**config.mk**
```make
export PLATFORM = sky130hd
export DESIGN_NAME = raster_timing_gen
export DESIGN_NICKNAME = d
export VERILOG_FILES = /design/src/rtl/rtg_pkg.sv /design/src/rtl/rtg_regfile.sv /design/src/rtl/rtg_axis.sv /design/src/rtl/raster_timing_gen.sv
export SDC_FILE = /design/constraint.sdc
export NUM_CORES = 1
export LEC_CHECK = 0
export BUFFER_PORTS_ARGS = -buffer_cell sky130_fd_sc_hd__buf_4
export CAP_MARGIN = 10
export CORE_UTILIZATION = 40
export CTS_CLUSTER_SIZE = 24
export DETAILED_ROUTE_END_ITERATION = 8
export PLACE_DENSITY = 0.53
export SLEW_MARGIN = 20
export SYNTH_ARGS = -nofsm -noshare
export SYNTH_HDL_FRONTEND = slang
export SYNTH_SLANG_ARGS = --single-unit
export TNS_END_PERCENT = 10
```
**constraint.sdc**
```tcl
create_clock -name clk -period 4.4 [get_ports clk]
set_input_delay 0.88 -clock clk [delete_from_list [all_inputs] [get_ports clk]]
set_output_delay 0.88 -clock clk [all_outputs]
set_load 0.01 [all_outputs]
```
**src/rtl/rtg_pkg.sv**
```systemverilog
package rtg_pkg;
  // Control word bit positions
  localparam int unsigned CTL_RUN   = 0;
  localparam int unsigned CTL_PLANE = 1;
  localparam int unsigned CTL_HPOL  = 2;
  localparam int unsigned CTL_VPOL  = 3;
  localparam int unsigned CTL_BITS  = 4;

  // Geometry word slots (write address = slot + 1)
  typedef enum logic [2:0] {
    G_HPER = 3'd0,
    G_HVIS = 3'd1,
    G_HSST = 3'd2,
    G_HSLN = 3'd3,
    G_VPER = 3'd4,
    G_VVIS = 3'd5,
    G_VSST = 3'd6,
    G_VSLN = 3'd7
  } geo_slot_e;

  localparam int unsigned GEO_WORDS = 8;
endpackage

```
**src/rtl/rtg_regfile.sv**
```systemverilog
module rtg_regfile #(
  parameter int unsigned CW = 12,
  parameter int unsigned DW = 32,
  parameter int unsigned AW = 4
) (
  input  logic                                          clk,
  input  logic                                          rst,
  input  logic                                          wr_en,
  input  logic [AW-1:0]                                 wr_addr,
  input  logic [DW-1:0]                                 wr_data,
  input  logic                                          load,
  output logic [rtg_pkg::CTL_BITS-1:0]                  ctrl,
  output logic [rtg_pkg::GEO_WORDS-1:0][CW-1:0]         geo
);
  import rtg_pkg::*;

  logic [GEO_WORDS-1:0][CW-1:0] shadow_q;
  logic [GEO_WORDS-1:0][CW-1:0] active_q;
  logic [CTL_BITS-1:0]          ctrl_q;

  always_ff @(posedge clk) begin
    if (rst)
      ctrl_q <= '0;
    else if (wr_en && wr_addr == AW'(0))
      ctrl_q <= wr_data[CTL_BITS-1:0];
  end

  for (genvar gi = 0; gi < GEO_WORDS; gi++) begin : g_word
    always_ff @(posedge clk) begin
      if (rst)
        shadow_q[gi] <= '0;
      else if (wr_en && wr_addr == AW'(gi + 1))
        shadow_q[gi] <= wr_data[CW-1:0];
    end

    always_ff @(posedge clk) begin
      if (rst)
        active_q[gi] <= '0;
      else if (load)
        active_q[gi] <= shadow_q[gi];
    end
  end

  assign ctrl = ctrl_q;
  assign geo  = active_q;

  // active bank only changes on a load clock
  assert_shadow_hold_R9: assert property (@(posedge clk) disable iff (rst)
    !load |=> $stable(active_q));
endmodule

```
**src/rtl/rtg_axis.sv**
```systemverilog
module rtg_axis #(
  parameter int unsigned CW = 12
) (
  input  logic          clk,
  input  logic          rst,
  input  logic          run,
  input  logic          step,
  input  logic [CW-1:0] last,
  input  logic [CW-1:0] vis_end,
  input  logic [CW-1:0] sync_m1,
  input  logic [CW-1:0] sync_len,
  output logic [CW-1:0] count,
  output logic          wrap,
  output logic          in_vis,
  output logic          in_sync
);
  localparam int unsigned XW = CW + 1;

  logic [CW-1:0] count_q;
  logic [CW-1:0] count_nxt;
  logic [XW-1:0] sync_lo;
  logic [XW-1:0] sync_hi;

  assign wrap = run && step && (count_q == last);

  always_comb begin
    if (!run)
      count_nxt = '0;
    else if (wrap)
      count_nxt = '0;
    else if (step)
      count_nxt = count_q + CW'(1);
    else
      count_nxt = count_q;
  end

  always_ff @(posedge clk) begin
    if (rst) count_q <= '0;
    else     count_q <= count_nxt;
  end

  assign sync_lo = {1'b0, sync_m1} + XW'(1);
  assign sync_hi = sync_lo + {1'b0, sync_len};
  assign in_vis  = (count_nxt <= vis_end);
  assign in_sync = ({1'b0, count_nxt} >= sync_lo) && ({1'b0, count_nxt} < sync_hi);
  assign count   = count_q;

  // position never passes the programmed period
  assert_count_bound_R2: assert property (@(posedge clk) disable iff (rst)
    count_q <= last);
endmodule

```
**src/rtl/raster_timing_gen.sv**
```systemverilog
module raster_timing_gen #(
  parameter int unsigned CW = 12,
  parameter int unsigned DW = 32,
  parameter int unsigned AW = 4
) (
  input  logic          clk,
  input  logic          rst,
  input  logic          wr_en,
  input  logic [AW-1:0] wr_addr,
  input  logic [DW-1:0] wr_data,
  output logic [CW-1:0] h_count,
  output logic [CW-1:0] v_count,
  output logic          hsync,
  output logic          vsync,
  output logic          de
);
  import rtg_pkg::*;

  logic [CTL_BITS-1:0]          ctrl;
  logic [GEO_WORDS-1:0][CW-1:0] geo;
  logic run, plane, hpol, vpol;
  logic h_wrap, v_wrap, h_vis, v_vis, h_syn, v_syn, load;
  logic hs_q, vs_q, de_q;

  assign run   = ctrl[CTL_RUN];
  assign plane = ctrl[CTL_PLANE];
  assign hpol  = ctrl[CTL_HPOL];
  assign vpol  = ctrl[CTL_VPOL];
  assign load  = !run || v_wrap;

  rtg_regfile #(.CW(CW), .DW(DW), .AW(AW)) u_regs (
    .clk(clk), .rst(rst), .wr_en(wr_en), .wr_addr(wr_addr), .wr_data(wr_data),
    .load(load), .ctrl(ctrl), .geo(geo)
  );

  rtg_axis #(.CW(CW)) u_h (
    .clk(clk), .rst(rst), .run(run), .step(1'b1),
    .last(geo[G_HPER]), .vis_end(geo[G_HVIS]), .sync_m1(geo[G_HSST]), .sync_len(geo[G_HSLN]),
    .count(h_count), .wrap(h_wrap), .in_vis(h_vis), .in_sync(h_syn)
  );

  rtg_axis #(.CW(CW)) u_v (
    .clk(clk), .rst(rst), .run(run), .step(h_wrap),
    .last(geo[G_VPER]), .vis_end(geo[G_VVIS]), .sync_m1(geo[G_VSST]), .sync_len(geo[G_VSLN]),
    .count(v_count), .wrap(v_wrap), .in_vis(v_vis), .in_sync(v_syn)
  );

  always_ff @(posedge clk) begin
    if (rst) begin
      hs_q <= 1'b1;
      vs_q <= 1'b1;
      de_q <= 1'b0;
    end else begin
      hs_q <= (run && h_syn) ? hpol : !hpol;
      vs_q <= (run && v_syn) ? vpol : !vpol;
      de_q <= run && plane && h_vis && v_vis;
    end
  end

  assign hsync = hs_q;
  assign vsync = vs_q;
  assign de    = de_q;

  // stopped timing parks counters, syncs and qualifier
  assert_idle_park_R7: assert property (@(posedge clk) disable iff (rst)
    !run |=> (h_count == '0 && v_count == '0 && !de && hsync == !$past(hpol) && vsync == !$past(vpol)));

  // qualifier requires the plane bit
  assert_plane_gate_R8: assert property (@(posedge clk) disable iff (rst)
    de |-> $past(plane));

  // line counter only moves when a line starts
  assert_line_step_R3: assert property (@(posedge clk) disable iff (rst)
    !$stable(v_count) |-> h_count == '0);
endmodule

```
==> impl_metrics.json <==
{
  "min_period_ns": 4.10,
  "cts_buffer_depth": 3,
  "drtIter0Drc": 554,
  "clockRootBuffer": "clkbuf_16",
  "busiest_layer": "met1",
  "clk_latency_ns": 0.53,
  "ys_types": 54,
  "pwr-share-comb_pct": 4.0,
  "hp-class": "flip-flop to flip-flop",
  "grt_max_degree": 112,
  "tightest_slew_ns": 0.892,
  "portBuffers": 45,
  "synth_top_family_by_area": "simple AND/OR/NAND/NOR gates",
  "gr-total-overflow": 0,
  "synth_nets": 1530,
  "synth_mux_area_share_pct": 6.52,
  "clkSlewWorstSetupHoldPaths_ns": 0.06,
  "route.detailed.drc": 0,
  "synth_compound_gate_area_share_pct": 11.7,
  "synth_top_area_share_pct": 38.8,
  "cp-end-kind": "flip-flop",
  "grt_usage_pct": 20.4,
  "syn_area_mm2": 0.0115,
  "setup-tns-final_ns": 0,
  "grt_pass1_vias": 8516,
  "path_delay_family": "compound AO/OA/AOI/OAI gates",
  "ys_ff_latch": 223,
  "drive_gt1_share_pct": 9.72,
  "cp.arrival_ns": 4.57,
  "maxCapViolCount": 0,
  "fin_total_pwr_mw": 4.32,
  "setup_viol": 0,
  "fin_crit_sh_pct": 93.2,
  "cp_slowest_cell": "or4_1",
  "synth_ff_type": "dfxtp_1",
  "drv_slew": 0,
  "num_vias": 9186,
  "cts_tree": "done",
  "place_congestion": 0.802,
  "seq_area_frac_synth_pct": 38.8,
  "final_core_utilization_pct": 47.1,
  "use_met3_pct": 2.21,
  "numCtsBuffers": 26,
  "p_int_mw": 3.35,
  "die-area_mm2": 0.0295,
  "wl_um": 29500,
  "crit_chain": "ha_1 > ha_1 > a21o_1 > a21o_1 > a21oi_1 > o21ai_0 > a41oi_1 > nand2b_1 > xnor2_1 > ha_1 > o21a_1 > o21ai_2 > or4_1 > o21ai_1 > or4_1 > a311oi_2 > mux2i_1",
  "grt_pass1_wl_um": 46600,
  "cts_resized": 0,
  "viasPerCell": 5.08,
  "placed_cell_area_mm2": 0.0123,
  "dieHeight_um": 172,
  "critPathRequiredTime_ns": 4.87,
  "n_antenna_cell": 0,
  "drt_pass1_iterations": 5,
  "yosys.area_share.xor_xnor_pct": 6.46,
  "wl_per_cell_um": 16.3,
  "syn-instance-count": 1383,
  "ctsHoldBuffers": 0,
  "timing.fmax_mhz": 244,
  "post_cts_buffers": 0,
  "crit_buf_inv": 0,
  "start_kind": "flip-flop",
  "rsz0062_at_grt": "false",
  "yosysTopAreaCell": "dfxtp_1",
  "io_pins": 66,
  "final_net_count": 1561,
  "yosys.area_share.simple_pct": 20.0,
  "area_growth_pct": 14.5,
  "antenna_found_initial": 0,
  "power_density_mw_per_mm2": 328,
  "netlist_top_cells_area": "dfxtp_1 (39%), ha_1 (12%), nand2_1 (8.7%), a21oi_1 (6.7%), mux2i_1 (6.5%)",
  "dp_hpwl_um": 20300,
  "slew-limit-headroom_pct": 40.6,
  "switchingPower_uw": 974,
  "timing.final.hold_violations": 0,
  "crit_type": "flip-flop to flip-flop",
  "hold_slack_ns": 0.448,
  "pwr-share-clk_pct": 48.6,
  "synth.avg_cell_area_um2": 8.32,
  "fp-row-count": 61,
  "grt_use_met1_pct": 31.1,
  "ys.warnings.count": 0,
  "p_leak_nw": 5.42,
  "worstPathMaxFanout": 4,
  "final_area_mm2": 0.0132,
  "path_common_cell": "ha_1",
  "swShare_pct": 22.5,
  "cpPeakStageDelay_ns": 0.42,
  "grt_use_met2_pct": 30.3,
  "synth_edf_count": 0,
  "async_reset_ff_share_pct": 0,
  "core-area_mm2": 0.0280,
  "reg2reg_slack_ns": 0.30,
  "initial_utilization_pct": 41.1,
  "die_x_um": 172,
  "fin_skew_ns": 0.0136,
  "peakVddDrop_mv": 0.231,
  "outcome": "finished clean",
  "clock_sinks": 223,
  "cts.htree.levels": 1,
  "synth-adder-area-share_pct": 11.9,
  "ant_nets": 0,
  "p_seq_share_pct": 47.4
}
==> area by class of cell <==
cell class                      instances  area [µm²]
Fill cell                            2901       14800
Inverter                               63         236
Timing Repair Buffer                   78         614
Clock buffer                           38         767
Tap cell                              378         473
Multi-Input combinational cell       1022        6560
Sequential cell                       223        4460
Clock inverter                          6        61.3
==> metrics by stage <==
| step | cells | setup WS [ns] |
|---|---|---|
| after floorplan | 1383 | 0.497 |
| after CTS | 1808 | 0.109 |
| after global placement | 1764 | 0.188 |
| after detailed placement | 1764 | 0.123 |
| after global routing | 1808 | 0.00841 |
| final | 1808 | 0.299 |
==> worst register-to-register path: cells and delay by family (launching register included) <==
kind                       cells  cell delay, ns
xor gates and xnor gates       1            0.14
adders and majority gates      3            0.92
and+or+nand+nor                3            0.67
DFF                            1            0.31
AOI/OAI and AO/OA              9            1.78
muxes                          1            0.21
==> sequential cells by signal (all words and copies together) (netlist names) <==
register / count
u_regs.ctrl: 4
vsync: 1
u_v.count: 12
u_h.count: 12
de: 1
hsync: 1
u_regs.shadow_q: 96
u_regs.geo: 96
==> layout by cell type (no fill, tap or decap), drive strengths merged, types with 3 or more instances in the layout <==
cell type | Yosys | routed
xnor2 | 47 | 47
xor2 | 37 | 37
nor3 | 32 | 32
buf | 20 | 78
a41oi | 3 | 3
nand2b | 7 | 7
nor4 | 6 | 6
a211oi | 6 | 6
clkbuf | 55 | 38
o21a | 5 | 5
o21ai | 16 | 16
and3 | 9 | 9
nand2 | 268 | 268
nand4 | 22 | 22
nor2 | 119 | 119
inv | 63 | 64
a21o | 25 | 25
nor2b | 7 | 7
or4 | 3 | 3
nand3b | 4 | 4
nor3b | 3 | 3
ha | 106 | 106
or2 | 5 | 5
clkinv | 0 | 4
a21oi | 155 | 155
and2 | 4 | 4
nand3 | 30 | 30
mux2i | 75 | 75
and4 | 3 | 3
dfxtp | 223 | 223
==> cells by family (layout without fill, tap and decap cells) <==
| group | count (synthesis) | count (layout) |
|---|---|---|
| adders and majority gates | 108 | 108 |
| xor gates and xnor gates | 84 | 84 |
| AOI/OAI and AO/OA | 230 | 230 |
| DFF | 223 | 223 |
| muxes | 75 | 75 |
| buffers and inverters | 138 | 185 |
| and+or+nand+nor | 525 | 525 |
==> power groups by stage <==
stage | logic, mW | registers (mW) | clock network (mW)
after detailed placement | 0.175 | 2.09 | 0
after CTS | 0.175 | 2.05 | 2.15
final | 0.174 | 2.05 | 2.10
after floorplan | 0.110 | 2.09 | 0
after global placement | 0.174 | 2.09 | 0
after global routing | 0.191 | 2.05 | 2.23
==> cell usage after synthesis (all sizes together), types with 25 or more instances <==
cell    number
ha         106
xor2        37
nand2      268
xnor2       47
inv         63
nand3       30
mux2i       75
nor2       119
a21oi      155
nor3        32
a21o        25
clkbuf      55
dfxtp      223
==> per-layer routing <==
metal	vias up	part of all wire, %	routed length, µm
li1	4726	-	-
met1	4298	53	15700
met2	139	42	12400
met3	23	3.3	987
met4	0	1.3	380
met5	-	0	0
==> worst paths after layout <==
kind	start	end	depth (start not counted)
setup / recovery	u_regs.geo[24]	hsync	17
hold / removal	u_regs.shadow_q[20]	u_regs.geo[20]	2
hold reg to reg	u_regs.shadow_q[20]	u_regs.geo[20]	2
setup reg to reg	u_regs.geo[24]	hsync	17
Power figures use the tool's default switching activity.
